==> src/rtl/chop_pkg.sv <==
package chop_pkg;
  localparam int PAIR_W = 2;
  localparam int CFG_W  = PAIR_W + 2;

  typedef enum logic {
    POL_POS = 1'b0,
    POL_NEG = 1'b1
  } pol_e;

  // Field order is decoded by the ADC master: {single-ended, polarity, pair}
  typedef struct packed {
    logic              se;
    pol_e              pol;
    logic [PAIR_W-1:0] pair;
  } conv_cfg_t;
endpackage

==> src/rtl/chop_sequencer.sv <==
module chop_sequencer
  import chop_pkg::*;
(
  input  logic              clk,
  input  logic              rst_n,
  input  logic              run_i,
  input  logic [PAIR_W-1:0] chan_i,
  input  logic              ack_i,
  output logic              req_o,
  output conv_cfg_t         cfg_o,
  output logic              accept_o
);
  logic              busy_q, busy_d;
  pol_e              phase_q, phase_d;
  pol_e              rpol_q, rpol_d;
  logic [PAIR_W-1:0] pair_q, pair_d;

  assign accept_o = busy_q & ack_i;

  always_comb begin
    busy_d  = busy_q;
    phase_d = phase_q;
    rpol_d  = rpol_q;
    pair_d  = pair_q;
    if (accept_o) begin
      busy_d  = 1'b0;
      phase_d = (phase_q == POL_POS) ? POL_NEG : POL_POS;
    end else if (!busy_q && run_i) begin
      busy_d = 1'b1;
      rpol_d = phase_q;
      pair_d = chan_i;
    end
  end

  always_ff @(posedge clk or negedge rst_n) begin
    if (!rst_n) begin
      busy_q  <= 1'b0;
      phase_q <= POL_POS;
      rpol_q  <= POL_POS;
      pair_q  <= '0;
    end else begin
      busy_q  <= busy_d;
      phase_q <= phase_d;
      rpol_q  <= rpol_d;
      pair_q  <= pair_d;
    end
  end

  assign req_o = busy_q;
  assign cfg_o = '{se: 1'b0, pol: rpol_q, pair: pair_q};
endmodule

==> src/rtl/chop_pairer.sv <==
module chop_pairer
  import chop_pkg::*;
#(
  parameter int SAMPLE_W = 12
) (
  input  logic                       clk,
  input  logic                       rst_n,
  input  logic                       accept_i,
  input  conv_cfg_t                  cfg_i,
  input  logic signed [SAMPLE_W-1:0] sample_i,
  output logic                       match_o,
  output logic signed [SAMPLE_W-1:0] pos_o
);
  logic                       have_q, have_d;
  logic [PAIR_W-1:0]          ppair_q, ppair_d;
  logic signed [SAMPLE_W-1:0] pos_q, pos_d;

  always_comb begin
    have_d  = have_q;
    ppair_d = ppair_q;
    pos_d   = pos_q;
    match_o = 1'b0;
    if (accept_i) begin
      if (cfg_i.pol == POL_POS) begin
        have_d  = 1'b1;
        ppair_d = cfg_i.pair;
        pos_d   = sample_i;
      end else begin
        match_o = have_q && (ppair_q == cfg_i.pair);
        have_d  = 1'b0;
      end
    end
  end

  always_ff @(posedge clk or negedge rst_n) begin
    if (!rst_n) begin
      have_q  <= 1'b0;
      ppair_q <= '0;
      pos_q   <= '0;
    end else begin
      have_q  <= have_d;
      ppair_q <= ppair_d;
      pos_q   <= pos_d;
    end
  end

  assign pos_o = pos_q;
endmodule

==> src/rtl/chop_demod.sv <==
module chop_demod #(
  parameter int SAMPLE_W = 12
) (
  input  logic signed [SAMPLE_W-1:0] pos_i,
  input  logic signed [SAMPLE_W-1:0] neg_i,
  output logic signed [SAMPLE_W-1:0] sig_o,
  output logic signed [SAMPLE_W-1:0] off_o
);
  localparam int WIDE_W = SAMPLE_W + 1;

  logic signed [WIDE_W-1:0] pos_w, neg_w, dif_w, sum_w;

  always_comb begin
    pos_w = {pos_i[SAMPLE_W-1], pos_i};
    neg_w = {neg_i[SAMPLE_W-1], neg_i};
    dif_w = pos_w - neg_w;
    sum_w = pos_w + neg_w;
  end

  // Dropping the LSB of the widened result is the arithmetic halving.
  assign sig_o = dif_w[WIDE_W-1:1];
  assign off_o = sum_w[WIDE_W-1:1];
endmodule

==> src/rtl/chop_offset_canceller.sv <==
module chop_offset_canceller
  import chop_pkg::*;
#(
  parameter int SAMPLE_W = 12
) (
  input  logic                       clk,
  input  logic                       rst_n,
  input  logic                       run_i,
  input  logic [PAIR_W-1:0]          chan_i,
  output logic                       req_o,
  output logic [CFG_W-1:0]           cfg_o,
  input  logic                       ack_i,
  input  logic signed [SAMPLE_W-1:0] sample_i,
  output logic                       valid_o,
  output logic signed [SAMPLE_W-1:0] sig_o,
  output logic signed [SAMPLE_W-1:0] off_o
);
  conv_cfg_t                  cfg;
  logic                       accept, match;
  logic signed [SAMPLE_W-1:0] pos_held, sig_c, off_c;
  logic                       valid_d;
  logic signed [SAMPLE_W-1:0] sig_d, off_d;

  chop_sequencer u_seq (
    .clk(clk), .rst_n(rst_n), .run_i(run_i), .chan_i(chan_i), .ack_i(ack_i),
    .req_o(req_o), .cfg_o(cfg), .accept_o(accept)
  );

  chop_pairer #(.SAMPLE_W(SAMPLE_W)) u_pair (
    .clk(clk), .rst_n(rst_n), .accept_i(accept), .cfg_i(cfg),
    .sample_i(sample_i), .match_o(match), .pos_o(pos_held)
  );

  chop_demod #(.SAMPLE_W(SAMPLE_W)) u_demod (
    .pos_i(pos_held), .neg_i(sample_i), .sig_o(sig_c), .off_o(off_c)
  );

  always_comb begin
    valid_d = match;
    sig_d   = sig_o;
    off_d   = off_o;
    if (match) begin
      sig_d = sig_c;
      off_d = off_c;
    end
  end

  always_ff @(posedge clk or negedge rst_n) begin
    if (!rst_n) begin
      valid_o <= 1'b0;
      sig_o   <= '0;
      off_o   <= '0;
    end else begin
      valid_o <= valid_d;
      sig_o   <= sig_d;
      off_o   <= off_d;
    end
  end

  assign cfg_o = cfg;
endmodule

==> config.mk <==
export PLATFORM = sky130hd
export DESIGN_NAME = chop_offset_canceller
export DESIGN_NICKNAME = d
export VERILOG_FILES = /design/src/rtl/chop_pkg.sv /design/src/rtl/chop_sequencer.sv /design/src/rtl/chop_pairer.sv /design/src/rtl/chop_demod.sv /design/src/rtl/chop_offset_canceller.sv
export SDC_FILE = /design/constraint.sdc
export NUM_CORES = 1
export LEC_CHECK = 0
export ABC_AREA = 0
export BUFFER_PORTS_ARGS = -buffer_cell sky130_fd_sc_hd__buf_2
export CAP_MARGIN = 20
export CORE_MARGIN = 2
export CORE_UTILIZATION = 30
export DETAILED_ROUTE_END_ITERATION = 10
export GPL_ROUTABILITY_DRIVEN = 1
export PLACE_DENSITY = 0.45
export SLEW_MARGIN = 20
export SYNTH_ARGS = -nofsm -noshare
export SYNTH_HDL_FRONTEND = slang
export SYNTH_HIERARCHICAL = 1
export SYNTH_SLANG_ARGS = --single-unit
==> constraint.sdc <==
create_clock -name clk -period 2.4 [get_ports clk]
set_input_delay 0 -clock clk [delete_from_list [all_inputs] [get_ports clk]]
set_output_delay 0 -clock clk [all_outputs]
set_load 0.01 [all_outputs]
==> impl_results.md <==
* Slew Limit Headroom at 0.609
* Psw at 0.00179 W
* GRT Total Usage at 0.121
* Final #Nets at 375
* DR vias at 2066
* Clock Skews at 0.00805 ns
* Most used DFF post-synth: dfrtp_1
* Yosys top cell area share at 0.367
* Sequential power share at 0.296
* Main area contributors after synthesis: dfrtp_1, mux2_4, ha_1
* Clock share of power at 0.106
* Synthesized area at 0.00307 sq mm
* Critical path fanouts, max at 5
* WP data arrival at 2.42 ns
* Cell variety after synth at 50
* Final hold vios at 0
* Top cells by count, synth: dfrtp_1, mux2_4, ha_1
* EDFF count, synth at 0
* Clock root cell: clkbuf_8
* Part of the power in combinational logic at 0.597
* YS warnings at 6
* Max-Cap Viols at 0
* RSZ-0062 raised after global routing: false
* Area Overhead vs Synth at 19.4%
* Pin count of the biggest net entering global routing at 46
* Ports at 48
* Worst Tran Pin Value at 0.587 ns
* Total clock sinks at 45
* Final period util at 0.931
* Leak pwr at 1.76 nW
* DP Wirelength at 4730 um
* Maximum vdd drop at 0.311 mV
* Gate Count Post-Synth at 272
* Synthesized flop and latch total at 45
* Initial Util at 0.311
* Sequential share of the synthesized area at 0.367
* Share of cells above drive strength 1 at 0.357
* Sw Ratio at 0.400
* Mapped Avg Cell Area at 11.3 sq um
* Syn nets at 314
* CP Class: reg2reg
* Row count at 36
* Initial antenna violation count at 0
* DRT Wirelength at 6310 um
* Cell Pwr Density at 1220 mW/mm^2
* Clock transition at the registers of the reported paths at 0.08 ns
* Congestion Overflow GR at 0
* Core area at 0.00986 sq mm
* Area leader, netlist: dfrtp_1
* Die width at 105 um
* Hold Path Class: in2reg
* Die height at around 110 um
* Most frequent cell after synthesis: dfrtp_1
* Vias per cell at approximately 4.4
* Int Pwr at 0.00268 W
* Final setup TNS at 0 ns
* Detail Route Antenna Nets at 0
* Fmax at 447 MHz
* CP startpoint kind: flop
* Post-CTS Setup Bufs at 0
* Clock Latency Late Sink at 0.30 ns
* IO buf count at 46
* Post-layout utilization of the core at 0.372
* First drt pass iteration count at 4
* Critical path endpoint category: flop
* Slew Viols, Final at 0
* DIE AREA at about 0.011 sq mm
* WP data required at ~2.6 ns
* ANT cells at 0
* Clock Path Buffers at 2
* First-pass GRT wire length at around 11000 um
* Avg WL per Cell at 13.5 um
* Final GP Congestion at between 0.8 and 0.9
* R2r setup slk at 0.17 ns
* Final Setup Violations at 0
* Outcome: complete, no violations
* DRC Markers at 0
* CTS buffer count at 5
* Fraction of registers with async set/reset at 1.00
* TritonCTS clock tree: yes
* Crit path time final at 2.23 ns
* DRT iter0 DRCs at 70
* Vias in the first global route at 2103
* H-tree lvl count at 2
## area by class of cell
type / count / area [sq um]
Sequential cell: 45 / 1130
Inverter: 22 / 82.6
Fill cell: 1016 / 6200
Tap cell: 133 / 166
Timing Repair Buffer: 69 / 445
Clock buffer: 7 / 86.3
Multi-Input combinational cell: 190 / 1760
## final timing paths
path	start	to	depth (start not counted)
worst max-delay path	u_pair/pos_o[6]$_DFFE_PN0P_	sig_o[8]$_DFFE_PN0P_	7
worst min-delay path	sample_i[1]	u_pair/pos_o[1]$_DFFE_PN0P_	2
worst max register to register	u_pair/pos_o[6]$_DFFE_PN0P_	sig_o[8]$_DFFE_PN0P_	7
worst min register to register	u_seq/phase_q$_DFFE_PN0P_	u_seq/phase_q$_DFFE_PN0P_	1
max in group asynchronous	rst_n	u_pair/pos_o[1]$_DFFE_PN0P_	2
min in group asynchronous	rst_n	valid_o$_DFF_PN0_	2
## cell usage in the layout, fill, tap and decap left out, types with 10 or more instances in the layout
master | Yosys | layout
buf_2 | 3 | 45
a21oi_1 | 11 | 10
inv_1 | 20 | 20
ha_1 | 22 | 20
mux2_4 | 32 | 32
nor2_1 | 15 | 15
dlygate4sd3_1 | 0 | 16
dfrtp_1 | 45 | 44
xnor2_1 | 14 | 14
mux2_2 | 10 | 10
## cell families (layout without fill, tap and decap cells)
logic type,count (synthesis),count (layout),synth area share
compound gates,46,46,0.0961
other cells,1,1,0.00122
flops,45,45,0.367
buf+inv,37,98,0.0721
mux,43,43,0.196
fa+ha+maj,24,24,0.103
simple gates,57,57,0.111
xor+xnor,19,19,0.0542
## critical path, stage by stage (launching register included)
cell and delay (ns):
dfrtp_1 0.40, ha_1 0.37, inv_1 0.11, or4_4 0.52
o211ai_1 0.19, a21oi_1 0.11, xnor2_1 0.15, mux2_4 0.26
## repair_timing
action                                 4_1_cts  5_1_grt
setup endpoints to repair                    0        6
endpoints found under the hold margin       59        0
gates resized for setup                      0        9
hold buffers                                16        0
## state kept, by name (all words and copies together), names as in the netlist
name	count
off_o	12
sig_o	12
u_pair/have_q	1
u_pair/pos_o	12
u_pair/ppair_q	2
u_seq/pair_q	2
u_seq/phase_q	1
u_seq/req_o	1
u_seq/rpol_q	1
valid_o	1
## power groups by stage
stage / Combinational, W / Clock (W) / Sequential [W]
after global placement: 0.00260 / 0 / 0.00134
final: 0.00267 / 0.000475 / 0.00132
after detailed placement: 0.00261 / 0 / 0.00134
after floorplan: 0.00190 / 0 / 0.00138
after global routing: 0.00295 / 0.000536 / 0.00139
after CTS: 0.00265 / 0.000509 / 0.00133
## layer usage
| layer | wire length (um) | GRT usage | share of wire | vias up |
|---|---|---|---|---|
| met5 | 0 | 0 | 0 | - |
| li1 | - | - | - | 1055 |
| met1 | 3070 | 0.169 | 0.49 | 967 |
| met3 | 264 | 0.0250 | 0.042 | 2 |
| met4 | 51 | 0.0343 | 0.0081 | 0 |
| met2 | 2930 | 0.187 | 0.46 | 42 |
## per-stage QoR
step / instance area, sq um / instances / power (W) / hold slack (ns) / setup WS, ns
finish: 3670 / 466 / 0.00447 / 0.0419 / 0.165
global route: 3670 / 466 / 0.00487 / 0.0435 / 0.0466
CTS: 3630 / 466 / 0.00449 / 0.0322 / 0.0364
detailed placement: 3390 / 443 / 0.00395 / 0.203 / 0.0600
global placement: 3390 / 443 / 0.00394 / 0.201 / 0.0872
floorplan: 3070 / 272 / 0.00328 / -0.296 / 0.296
No activity file was read; power rests on OpenSTA's default activity.
